$ cat config.mk
export PLATFORM = sky130hd
export DESIGN_NAME = dpll_hold_ctrl
export DESIGN_NICKNAME = d
export VERILOG_FILES = /design/src/rtl/dhc_pkg.sv /design/src/rtl/dhc_scaler.sv /design/src/rtl/dhc_history.sv /design/src/rtl/dhc_slew.sv /design/src/rtl/dpll_hold_ctrl.sv
export SDC_FILE = /design/constraint.sdc
export NUM_CORES = 1
export LEC_CHECK = 0
export ABC_AREA = 1
export ABC_CLOCK_PERIOD_IN_PS = 9600
export BUFFER_PORTS_ARGS = -buffer_cell sky130_fd_sc_hd__buf_2
export CORE_MARGIN = 2
export CORE_UTILIZATION = 60
export CTS_CLUSTER_DIAMETER = 30
export CTS_CLUSTER_SIZE = 40
export DETAILED_ROUTE_END_ITERATION = 12
export GPL_ROUTABILITY_DRIVEN = 1
export PLACE_DENSITY = 0.78
export SLEW_MARGIN = 20
export SYNTH_ARGS = -nofsm -noshare
export SYNTH_HDL_FRONTEND = slang
export SYNTH_HIERARCHICAL = 1
export SYNTH_SLANG_ARGS = --single-unit
$ cat constraint.sdc
create_clock -name clk -period 9.6 [get_ports clk]
set_input_delay 0.48 -clock clk [delete_from_list [all_inputs] [get_ports clk]]
set_output_delay 0.48 -clock clk [all_outputs]
set_load 0.03 [all_outputs]
$ cat src/rtl/dhc_pkg.sv
package dhc_pkg;

    typedef enum logic [1:0] {
        GAIN_HALF = 2'b00,
        GAIN_ONE  = 2'b01,
        GAIN_TWO  = 2'b10,
        GAIN_FOUR = 2'b11
    } gain_e;

    typedef enum logic [1:0] {
        HSRC_DELAY = 2'b00,
        HSRC_AVG   = 2'b01,
        HSRC_RSVD  = 2'b10,
        HSRC_MID   = 2'b11
    } hold_src_e;

    typedef enum logic [1:0] {
        SLOPE_OFF  = 2'b00,
        SLOPE_FST  = 2'b01,
        SLOPE_SLW  = 2'b10,
        SLOPE_RSVD = 2'b11
    } slope_e;

    typedef struct packed {
        logic      avg_en;
        hold_src_e src;
    } hold_cfg_t;

endpackage

$ cat src/rtl/dhc_scaler.sv
module dhc_scaler
    import dhc_pkg::*;
#(
    parameter int W = 16
) (
    input  logic signed [W-1:0] err_i,
    input  gain_e               gain_i,
    output logic signed [W-1:0] scaled_o
);
    localparam int XW = W + 3;
    localparam logic signed [XW-1:0] MAXV = {{(XW-W+1){1'b0}}, {(W-1){1'b1}}};
    localparam logic signed [XW-1:0] MINV = {{(XW-W+1){1'b1}}, {(W-1){1'b0}}};

    logic signed [XW-1:0] ext;
    logic signed [XW-1:0] prod;

    always_comb begin
        ext = {{3{err_i[W-1]}}, err_i};
        unique case (gain_i)
            GAIN_HALF: prod = ext >>> 1;
            GAIN_ONE:  prod = ext;
            GAIN_TWO:  prod = ext <<< 1;
            default:   prod = ext <<< 2;
        endcase
        if (prod > MAXV)      scaled_o = MAXV[W-1:0];
        else if (prod < MINV) scaled_o = MINV[W-1:0];
        else                  scaled_o = prod[W-1:0];
    end
endmodule

$ cat src/rtl/dhc_history.sv
module dhc_history
    import dhc_pkg::*;
#(
    parameter int W          = 16,
    parameter int HIST_DEPTH = 8,
    parameter int AVG_SHIFT  = 3
) (
    input  logic                clk,
    input  logic                rst,
    input  logic                wr_i,
    input  logic signed [W-1:0] word_i,
    input  hold_cfg_t           cfg_i,
    output logic signed [W-1:0] hold_word_o
);
    localparam int AW = (HIST_DEPTH > 1) ? $clog2(HIST_DEPTH) : 1;
    localparam logic [AW-1:0] LAST_SLOT = AW'(HIST_DEPTH - 1);

    logic signed [W-1:0] hist_q [HIST_DEPTH];
    logic [AW-1:0]       ptr_q;
    logic signed [W-1:0] last_q;
    logic signed [W-1:0] avg_q;
    logic signed [W:0]   avg_diff;
    logic signed [W:0]   avg_step;
    logic signed [W:0]   avg_sum;

    always_comb begin
        avg_diff = {word_i[W-1], word_i} - {avg_q[W-1], avg_q};
        avg_step = avg_diff >>> AVG_SHIFT;
        avg_sum  = {avg_q[W-1], avg_q} + avg_step;
    end

    always_ff @(posedge clk) begin
        if (rst) begin
            ptr_q  <= '0;
            last_q <= '0;
            avg_q  <= '0;
        end else if (wr_i) begin
            ptr_q  <= (ptr_q == LAST_SLOT) ? '0 : ptr_q + 1'b1;
            last_q <= word_i;
            avg_q  <= avg_sum[W-1:0];
        end
    end

    for (genvar gi = 0; gi < HIST_DEPTH; gi++) begin : g_slot
        always_ff @(posedge clk) begin
            if (rst)
                hist_q[gi] <= '0;
            else if (wr_i && ptr_q == AW'(gi))
                hist_q[gi] <= word_i;
        end
    end

    always_comb begin
        if (!cfg_i.avg_en) begin
            hold_word_o = last_q;
        end else begin
            unique case (cfg_i.src)
                HSRC_AVG: hold_word_o = avg_q;
                HSRC_MID: hold_word_o = '0;
                default:  hold_word_o = hist_q[ptr_q];
            endcase
        end
    end
endmodule

$ cat src/rtl/dhc_slew.sv
module dhc_slew
    import dhc_pkg::*;
#(
    parameter int W          = 16,
    parameter int SLOPE_FAST = 64,
    parameter int SLOPE_SLOW = 8
) (
    input  logic                clk,
    input  logic                rst,
    input  logic                tick_i,
    input  logic signed [W-1:0] target_i,
    input  slope_e              slope_i,
    output logic signed [W-1:0] ctrl_o,
    output logic                valid_o
);
    localparam logic signed [W:0] FAST_L = (W+1)'(SLOPE_FAST);
    localparam logic signed [W:0] SLOW_L = (W+1)'(SLOPE_SLOW);

    logic signed [W:0] diff;
    logic signed [W:0] lim;
    logic              limited;
    logic signed [W:0] next_w;

    always_comb begin
        diff    = {target_i[W-1], target_i} - {ctrl_o[W-1], ctrl_o};
        limited = 1'b1;
        lim     = FAST_L;
        unique case (slope_i)
            SLOPE_FST: lim = FAST_L;
            SLOPE_SLW: lim = SLOW_L;
            default:   limited = 1'b0;
        endcase
        if (limited && diff > lim)
            next_w = {ctrl_o[W-1], ctrl_o} + lim;
        else if (limited && diff < -lim)
            next_w = {ctrl_o[W-1], ctrl_o} - lim;
        else
            next_w = {target_i[W-1], target_i};
    end

    always_ff @(posedge clk) begin
        if (rst) begin
            ctrl_o  <= '0;
            valid_o <= 1'b0;
        end else begin
            valid_o <= tick_i;
            if (tick_i) ctrl_o <= next_w[W-1:0];
        end
    end
endmodule

$ cat src/rtl/dpll_hold_ctrl.sv
module dpll_hold_ctrl
    import dhc_pkg::*;
#(
    parameter int W          = 16,
    parameter int HIST_DEPTH = 8,
    parameter int AVG_SHIFT  = 3,
    parameter int SLOPE_FAST = 64,
    parameter int SLOPE_SLOW = 8
) (
    input  logic         clk,
    input  logic         rst,
    input  logic         tick_i,
    input  logic         hold_i,
    input  logic [W-1:0] err_i,
    input  logic [1:0]   gain_i,
    input  logic [1:0]   hmode_i,
    input  logic         avg_en_i,
    input  logic [1:0]   slope_i,
    output logic [W-1:0] ctrl_o,
    output logic         valid_o
);
    logic signed [W-1:0] scaled;
    logic signed [W-1:0] hold_word;
    logic signed [W-1:0] target;
    logic signed [W-1:0] ctrl_s;
    hold_cfg_t           cfg;

    assign cfg.avg_en = avg_en_i;
    assign cfg.src    = hold_src_e'(hmode_i);

    dhc_scaler #(.W(W)) u_scale (
        .err_i    (signed'(err_i)),
        .gain_i   (gain_e'(gain_i)),
        .scaled_o (scaled)
    );

    dhc_history #(.W(W), .HIST_DEPTH(HIST_DEPTH), .AVG_SHIFT(AVG_SHIFT)) u_hist (
        .clk         (clk),
        .rst         (rst),
        .wr_i        (tick_i && !hold_i),
        .word_i      (scaled),
        .cfg_i       (cfg),
        .hold_word_o (hold_word)
    );

    assign target = hold_i ? hold_word : scaled;

    dhc_slew #(.W(W), .SLOPE_FAST(SLOPE_FAST), .SLOPE_SLOW(SLOPE_SLOW)) u_slew (
        .clk      (clk),
        .rst      (rst),
        .tick_i   (tick_i),
        .target_i (target),
        .slope_i  (slope_e'(slope_i)),
        .ctrl_o   (ctrl_s),
        .valid_o  (valid_o)
    );

    assign ctrl_o = ctrl_s;
endmodule

; ---- Word-level counts from Yosys, hierarchy flattened
; Memory sizes are Yosys's and may differ from the RTL's. A register that Yosys moved wholly into a read port is not among the register bits.
; Index checks and enable logic that the tools add are counted.
[op_classes]
add_sub_neg = 7
mul = 0
div = 0
order_cmp = 4
n_eq_ne = 13
shifts = 0
n_mux = 47
n_bitwise = 8
reduce_logical = 15
[op_table]
columns = op, n
row1 = two-way mux 16 bit, 14
row2 = one-hot mux 17 bit (3 select lines), 1
row3 = subtractor 16 x 16 -> 17 bit, 2
row4 = one-hot mux 16 bit (2 select lines), 1
row5 = two-way mux 1 bit, 27
row6 = > comparator 18 x 16 -> 1 bit (second input constant), 1
row7 = less-than comparator 18 x 16 -> 1 bit (second input constant), 1
row8 = > comparator 17 x 8 -> 1 bit, 1
row9 = less-than comparator 17 bit, 1
row10 = negator 7 -> 17 bit, 1
row11 = adder 16 x 14 -> 16 bit, 1
row12 = adder 16 x 8 -> 16 bit, 1
row13 = subtractor 16 x 8 -> 16 bit, 1
row14 = == test 3 bit (second input constant), 4
row15 = logical AND 1 bit, 11
row16 = two-way mux 3 bit, 3
row17 = bitwise OR 1 bit, 8
row18 = two-way mux 7 bit, 1
row19 = == test 2 x 1 -> 1 bit (second input constant), 3
row20 = == test 2 bit (second input constant), 3
row21 = == test 3 x 2 -> 1 bit (second input constant), 2
row22 = adder 3 x 1 -> 3 bit (second input constant), 1
row23 = == test 3 x 1 -> 1 bit (second input constant), 1
row24 = logical NOT 3 bit, 1
row25 = other kinds (3), 3
[word_totals]
regBits = 52
latch_bits = 0
mem_bits_rw = 128
romBits = 0
inputBits = 27
output_inout_bits = 17
word_cells = 100
n_memories = 1
[mem_list]
columns = name, words, width, rd, rd_clocked_by_memory_dff, write_ports, line_no
row1 = u_hist.hist_q, 8, 16, 1, 1, 8, dhc_history.sv:18  ; logic signed [W-1:0] hist_q [HIST_DEPTH];

; ---- Logic depth before layout (Yosys ltp)
; Gate-level depths: netlist of the first run.
[logic_depth]
ltp_word = 11
mapped_depth = 33
ltp_nobuf = 32

; ---- Cells and area by module
; The synthesis of the first run kept the hierarchy.
[by_module_without_submodules]
columns = module, instances, cells_per_inst, area_per_inst_um2, seq_area_each_um2
row1 = dhc_history, 1, 925, 8708.4, 4604.4
row2 = dhc_slew, 1, 493, 2811.4, 340.3
row3 = dhc_scaler, 1, 126, 550.5, 0.0
row4 = dpll_hold_ctrl, 1, 54, 251.5, 0.0

; ---- Worst setup path before layout of the first run
; No wires, ideal clock.
[synth_path]
kind = register -> register
start = register with a tool-made name
end = register u_slew.ctrl_o[10]
setup_time_ns = 0.134
arrival_time_ns = 3.591
required_time_ns = 9.466
path_slack_ns = 5.875
path_stages_with_launch = 32
path_buffers = 3
period_less_slack_ns = 3.725
cell_sequence = dfxtp_1 buf_2 buf_2 o21ai_0 o221ai_1 nand3_1 a31oi_1 nand2_1 nand2_1 inv_1 ha_1 fa_1 inv_1 nand3_1 nand2_2 nand2_1 nand2_1 inv_1 ha_1 o21a_1 o21ai_0 nand2_1 nand3_1 nor2_1 nand2_1 nor2_1 nand2_2 nand2_4 buf_6 nand2_1 nand3_1 a31oi_1
[synth_lines]
columns = element, line_no
row1 = end signal: assignment, dhc_slew.sv:47  ; if (tick_i) ctrl_o <= next_w[W-1:0];
row2 = end: declaration, dhc_slew.sv:13  ; output logic signed [W-1:0] ctrl_o,

==> results.ini, run 1 <==
[floorplan]
rows=52
dieArea_um2=21700
boundaryPins=44
core-area_um2=20170
die_h_um=147.3
initial_core_util_pct=61.09
die_w_um=147.3

[routing]
via_per_inst=5.775
drt_pass1_iterations=5
wl_met3_um=2269
met2_wirelength_um=15100
wl_met1_um=13190
totalWireLength_um=31300
routed.top_layer=met4
vias=10857
remaining_drc_errors=0
drtAntennaViolNets=0
wl_per_cell_um=16.65
drt_iter0_drc=1182

[timing]
drv_slew=0
setup-tns-final_ns=0
post-route-min-period_ns=5.141
hold_viol_final=0
min_period_over_period_pct=53.55
relSlewSlack_pct=25.37
rsz0062_at_grt=false
fmax_ghz=0.1945
worst_hold_slack_ns=0.4700
setup_viol=0
worst_pin_slew_ns=1.118
skew_ns=0.01068

[global_routing]
antenna_found_initial=0
gr-total-overflow=0
grt_pass1_vias=10076
grt_max_degree=66
grt_pass1_wl_um=50390
track_usage_pct=29.28

[clocking]
cts_tree=yes
cts_made_buffers=17
cts_hold_buf=0
cts_setup_buffers=0
root_buffer=clkbuf_16
cts-resized-gates=0
cts-htree-levels=4
clk_latency_ns=0.43
cts.sink_count=183
cts_buffer_depth=2
clkTransAtPathRegs_ns=0.07

[setup_path]
crit_type=reg2reg
rr_endpoint=u_slew/ctrl_o[2]
cpMaxStageDelayCell=fa_1
endpoint_kind=flip-flop
path_common_cell=nand2_1
max_stage_delay_ns=0.43
critPathLaunchType=flip-flop
worstPathArrival_ns=5.51
crit_fanout=65
reg2reg_depth=31
reg2reg_slack_ns=4.46
required_ns=9.97

[pwr]
peakVddDrop_mv=0.1243
powerDensity_nw_per_um2=203.6
power.leakage_nw=5.936

[finish]
num_antenna_cells=0
drive_gt1_share_pct=7.950
regArea_um2=4947
fin_util_pct=64.92
stdcell_count=1880
nFillCells=1766
final_nets=1692
multi_input_area_um2=6299
syn_to_final_growth_pct=6.265

[min_path]
min_path_cells=2
hold_class=in2reg
hold_path_startpoint=rst
holdPathEnd=u_slew/ctrl_o[3]

[synth]
synth_ff_type=edfxtp_1
syn-num-nets=1693
yosysWarnings=6
syn_inst=1598
synth_edf_count=128
synth-seq-cells=183
ys_seq_area_share_pct=40.13
ys_types=50
ys_async_sr_fraction_pct=0
syn_area_um2=12320
syn_area_per_cell_um2=7.711

[placement]
place_congestion=0.9884
dp_hpwl_um=22620
dp.cells=1848
port_buffers=43

[run_status]
status=complete, no violations

[flow_run]
drv_cap=0

[worst max path at each step]
| stage | slack [ns] | to | cells past startpoint | from |
|---|---|---|---|---|
| floorplan | 5.88 | u_slew/ctrl_o[10] | 31 | flip-flop |
| global placement | 4.43 | u_slew/ctrl_o[2] | 30 | hmode_i[0] |
| detailed placement | 4.32 | u_slew/ctrl_o[2] | 30 | hmode_i[0] |
| CTS | 4.50 | u_slew/ctrl_o[2] | 31 | flip-flop |
| global route | 4.00 | u_slew/ctrl_o[0] | 31 | flip-flop |
| finish | 4.46 | u_slew/ctrl_o[2] | 31 | flip-flop |
[cells in the final DEF, fill, tap and decap left out, drive strengths merged]
| master | count |
|---|---|
| clkinvlp | 2 |
| a21oi | 67 |
| edfxtp | 128 |
| a21boi | 1 |
| a31oi | 30 |
| fa | 2 |
| clkbuf | 23 |
| dfxtp | 55 |
| nor2 | 250 |
| clkinv | 26 |
| o32ai | 8 |
| ha | 66 |
| nand2 | 384 |
| o211ai | 10 |
| o2111ai | 1 |
| nand4 | 31 |
| nor3b | 1 |
| xor2 | 39 |
| buf | 48 |
| a211oi | 3 |
| o21ai | 89 |
| and2 | 3 |
| bufinv | 1 |
| nand3 | 91 |
| o21bai | 3 |
| inv | 168 |
| o21a | 1 |
| a21o | 5 |
| nor3 | 12 |
| nand3b | 4 |
| xnor2 | 10 |
| mux2i | 24 |
| o221ai | 24 |
[synth_stat cells (all sizes together) (5+ instances only)]
cell type	n	area [um2]
a21o	5	40.04
a21oi	67	357.9
a31oi	30	187.7
buf	27	201.4
clkbuf	41	173.9
clkinv	20	75.07
dfxtp	55	1101
edfxtp	128	3844
ha	66	825.8
inv	168	635.6
mux2i	24	240.2
nand2	384	1534
nand3	91	478.0
nand4	31	193.9
nor2	250	963.4
nor3	12	60.06
o211ai	10	75.07
o21ai	89	449.2
o221ai	24	210.2
o32ai	8	70.07
xnor2	10	87.58
xor2	39	349.1
[cells by family after synthesis]
group	Yosys count	share of synthesized area, %
AOI/OAI and AO/OA	242	11.87
xor gates and xnor gates	49	3.544
adders and majority gates	68	7.027
buffers and inverters	256	8.814
DFF	183	40.13
muxes	24	1.950
and+or+nand+nor	776	26.67
[state kept, by name, summed over array words and instances (netlist names), named ones only]
register	count
u_hist/avg_q	16
u_hist/hist_q	128
u_hist/last_q	16
u_hist/ptr_q	3
u_slew/ctrl_o	16
u_slew/valid_o	1
[critical path: cells and delay by family (launching register included)]
family | cells | cell delay, ns
fa+ha+maj | 2 | 0.69
flops | 1 | 0.31
compound gates | 6 | 0.91
buf+inv | 7 | 1.36
simple gates | 16 | 1.74
[where the power goes]
part | leakage (nW) | total (W) | switching (W) | internal [W]
clock network | 0.267 | 0.000651 | 0.000282 | 0.000369
registers | 1.78 | 0.000939 | 0.0000424 | 0.000897
logic | 3.88 | 0.00108 | 0.000711 | 0.000365
[stage by stage]
step                      cell area [um2]  total power, W  setup slack [ns]
final                               13090        0.002665             4.459
after floorplan                     12320        0.001787             5.875
after global placement              12550        0.001993             4.432
after global routing                13090        0.002841             4.004
after CTS                           13090        0.002664             4.501
after detailed placement            12550        0.002013             4.319
[metal layers]
layer	global-route usage, %	up-vias
met5	0	-
met4	10.05	0
met3	5.342	55
met2	48.93	450
met1	38.56	5027
li1	-	5325
[area by class of cell]
cell class                      instances  share of cell area (%)
Inverter                              188                   5.428
Clock buffer                           23                   3.574
Clock inverter                          9                  0.6020
Sequential cell                       183                   37.78
Multi-Input combinational cell       1159                   48.10
Timing Repair Buffer                   48                   1.930
Tap cell                              270                   2.580
Power figures use the tool's default switching activity.
==> run 2, diff against run 1 <==
Settings changed: ABC_CLOCK_PERIOD_IN_PS 9600 to 4800.
Clock period 9.6 ns to 4.8 ns, I/O delays scaled along.
==> run 2 against run 1 <==
  * Clock skew shrank 0.0018 ns
  * Critical endpoint unchanged
  * Highest routed layer unchanged
  * Final area grew 1.2%
  * Total power grew 100%
  * Sequential power grew 100%
  * Die area is the same
==> results.ini, run 2 (synthesized netlist as in run 1, its figures left out) <==
[clocking]
cts.sink_count=183  ; unchanged
cts_buffer_depth=2  ; unchanged
cts_made_buffers=17  ; unchanged
root_buffer=clkbuf_16
clk_latency_ns=0.43  ; about the same
cts-resized-gates=0  ; unchanged
cts-htree-levels=4  ; unchanged
cts_tree=yes
cts_hold_buf=0  ; unchanged
cts_setup_buffers=0  ; unchanged
clkTransAtPathRegs_ns=0.07  ; about the same

[routing]
vias=11007  ; +1.4%
drt_pass1_iterations=8  ; +3
drt_iter0_drc=1133  ; -4.1%
drtAntennaViolNets=0  ; unchanged
wl_per_cell_um=17.14  ; +2.9%
via_per_inst=5.821  ; +0.79%
remaining_drc_errors=0  ; unchanged
totalWireLength_um=32410  ; +3.5%

[finish]
multi_input_area_um2=6312  ; +0.22%
regMostFlops=u_hist/hist_q
largest_register_ffs=128  ; unchanged
fin_area_um2=13250  ; +1.2%
num_antenna_cells=0  ; unchanged
final_nets=1703  ; +0.65%
syn_to_final_growth_pct=7.534
nFillCells=1717  ; -2.8%
final_common_cell=nand2_1
regArea_um2=4947  ; unchanged
drive_gt1_share_pct=8.575  ; +0.62 points
layout_common_cells=361 x nand2_1, 245 x nor2_1, 158 x inv_1

[timing]
drv_slew=0  ; unchanged
setup-tns-final_ns=0  ; unchanged
relSlewSlack_pct=27.83  ; +2.5 points
min_period_over_period_pct=90.57  ; +37 points
worst_pin_slew_ns=1.079  ; -0.03890 ns
fmax_ghz=0.2300  ; +18%
rsz0062_at_grt=false
post-route-min-period_ns=4.347  ; -0.7935 ns
setup_viol=0  ; unchanged
skew_ns=0.008882  ; -0.001798 ns
hold_viol_final=0  ; unchanged

[setup_path]
crit_fanout=26  ; -60%
crit_type=reg2reg
reg2reg_depth=30  ; -3.2%
endpoint_kind=flip-flop
path_common_cell=nand2_1
cpMaxStageDelayCell=dfxtp_2
worstPathArrival_ns=4.72  ; -0.79 ns
max_stage_delay_ns=0.42  ; about the same
required_ns=5.18  ; -4.79 ns
critPathLaunchType=flip-flop

[min_path]
hold_class=in2reg
min_path_cells=2  ; unchanged

[global_routing]
grt_max_degree=53  ; -20%
gr-total-overflow=0  ; unchanged
grt_pass1_wl_um=50800  ; +0.81%
antenna_found_initial=0  ; unchanged
grt_pass1_vias=9967  ; -1.1%
track_usage_pct=29.65  ; +0.38 points

[floorplan]
core-area_um2=20170  ; unchanged
rows=52  ; unchanged
dieArea_um2=21700  ; unchanged
die_w_um=147.3  ; unchanged
die_h_um=147.3  ; unchanged
boundaryPins=44  ; unchanged
initial_core_util_pct=61.09  ; unchanged

[run_status]
status=complete, no violations

[pwr]
peakVddDrop_mv=0.2920  ; +130%
powerDensity_nw_per_um2=408.3  ; +100%
power.leakage_nw=6.016  ; +1.4%

[flow_run]
drv_cap=0  ; unchanged

[placement]
port_buffers=43  ; unchanged
place_area_um2=12650  ; +0.80%
place_congestion=0.9310  ; -5.8%
dp_hpwl_um=22950  ; +1.4%

## run 2: cell count changes in the layout (fill, tap and decap cells not counted), moves of 2 or more
| cell | previous run | this run |
|---|---|---|
| clkbuf_1 | 4 | 1 |
| buf_4 | 5 | 13 |
| clkinv_4 | 1 | 3 |
| clkinv_2 | 5 | 2 |
| clkinv_1 | 20 | 23 |
| clkbuf_8 | 2 | 0 |
| buf_12 | 0 | 2 |
## run 2: area by class of cell
cell class / count / share of cell area, %
repair buffers: 59 / 2.852
inverters: 188 / 5.364
flip-flops and latches: 183 / 37.34
clock inverters: 14 / 1.020
clock buffers: 18 / 3.239
multi-input cells: 1159 / 47.64
well taps: 270 / 2.550
## run 2: worst max-delay path: cells and delay by family (launching register included)
kind            cells  cell delay (ns)
compound gates      6             0.73
fa+ha+maj           3             0.87
buf+inv             5             0.50
flops               1             0.42
simple gates       16             1.75
## run 2: routing by layer
metal	vias to the layer above	track usage, %	routed length (um)
li1	5347	-	-
met1	5109	40.21	13850
met2	481	48.67	15360
met3	70	4.348	2325
met4	0	10.82	880
met5	-	0	0
## run 2: metrics by stage
stage	utilization [%]	hold WS, ns	power, W	instances	setup WS [ns]
CTS	65.50	0.2166	0.005377	1890	0.3631
global route	65.69	0.2544	0.005744	1891	0.03415
detailed placement	62.70	0.5138	0.004037	1858	0.3752
floorplan	-	0.3091	0.003574	1598	1.075
global placement	62.70	0.5046	0.004001	1858	0.5250
finish	65.69	0.2320	0.005409	1891	0.4525
## run 2: path summary, 6_finish.rpt
path	startpoint	endpoint	slack [ns]
min	rst	u_slew/ctrl_o[3]	0.23
max reg2reg	flip-flop	u_slew/ctrl_o[2]	0.45
max	flip-flop	u_slew/ctrl_o[2]	0.45
min reg2reg	u_hist/last_q[4]	u_hist/last_q[4]	0.54
## run 2: power by group
part / switching (W) / leakage (nW) / internal, W
sequential: 0.0000879 / 1.78 / 0.00179
combinational: 0.00143 / 3.97 / 0.000746
clock: 0.000591 / 0.264 / 0.000759
total: 0.00211 / 6.02 / 0.00330
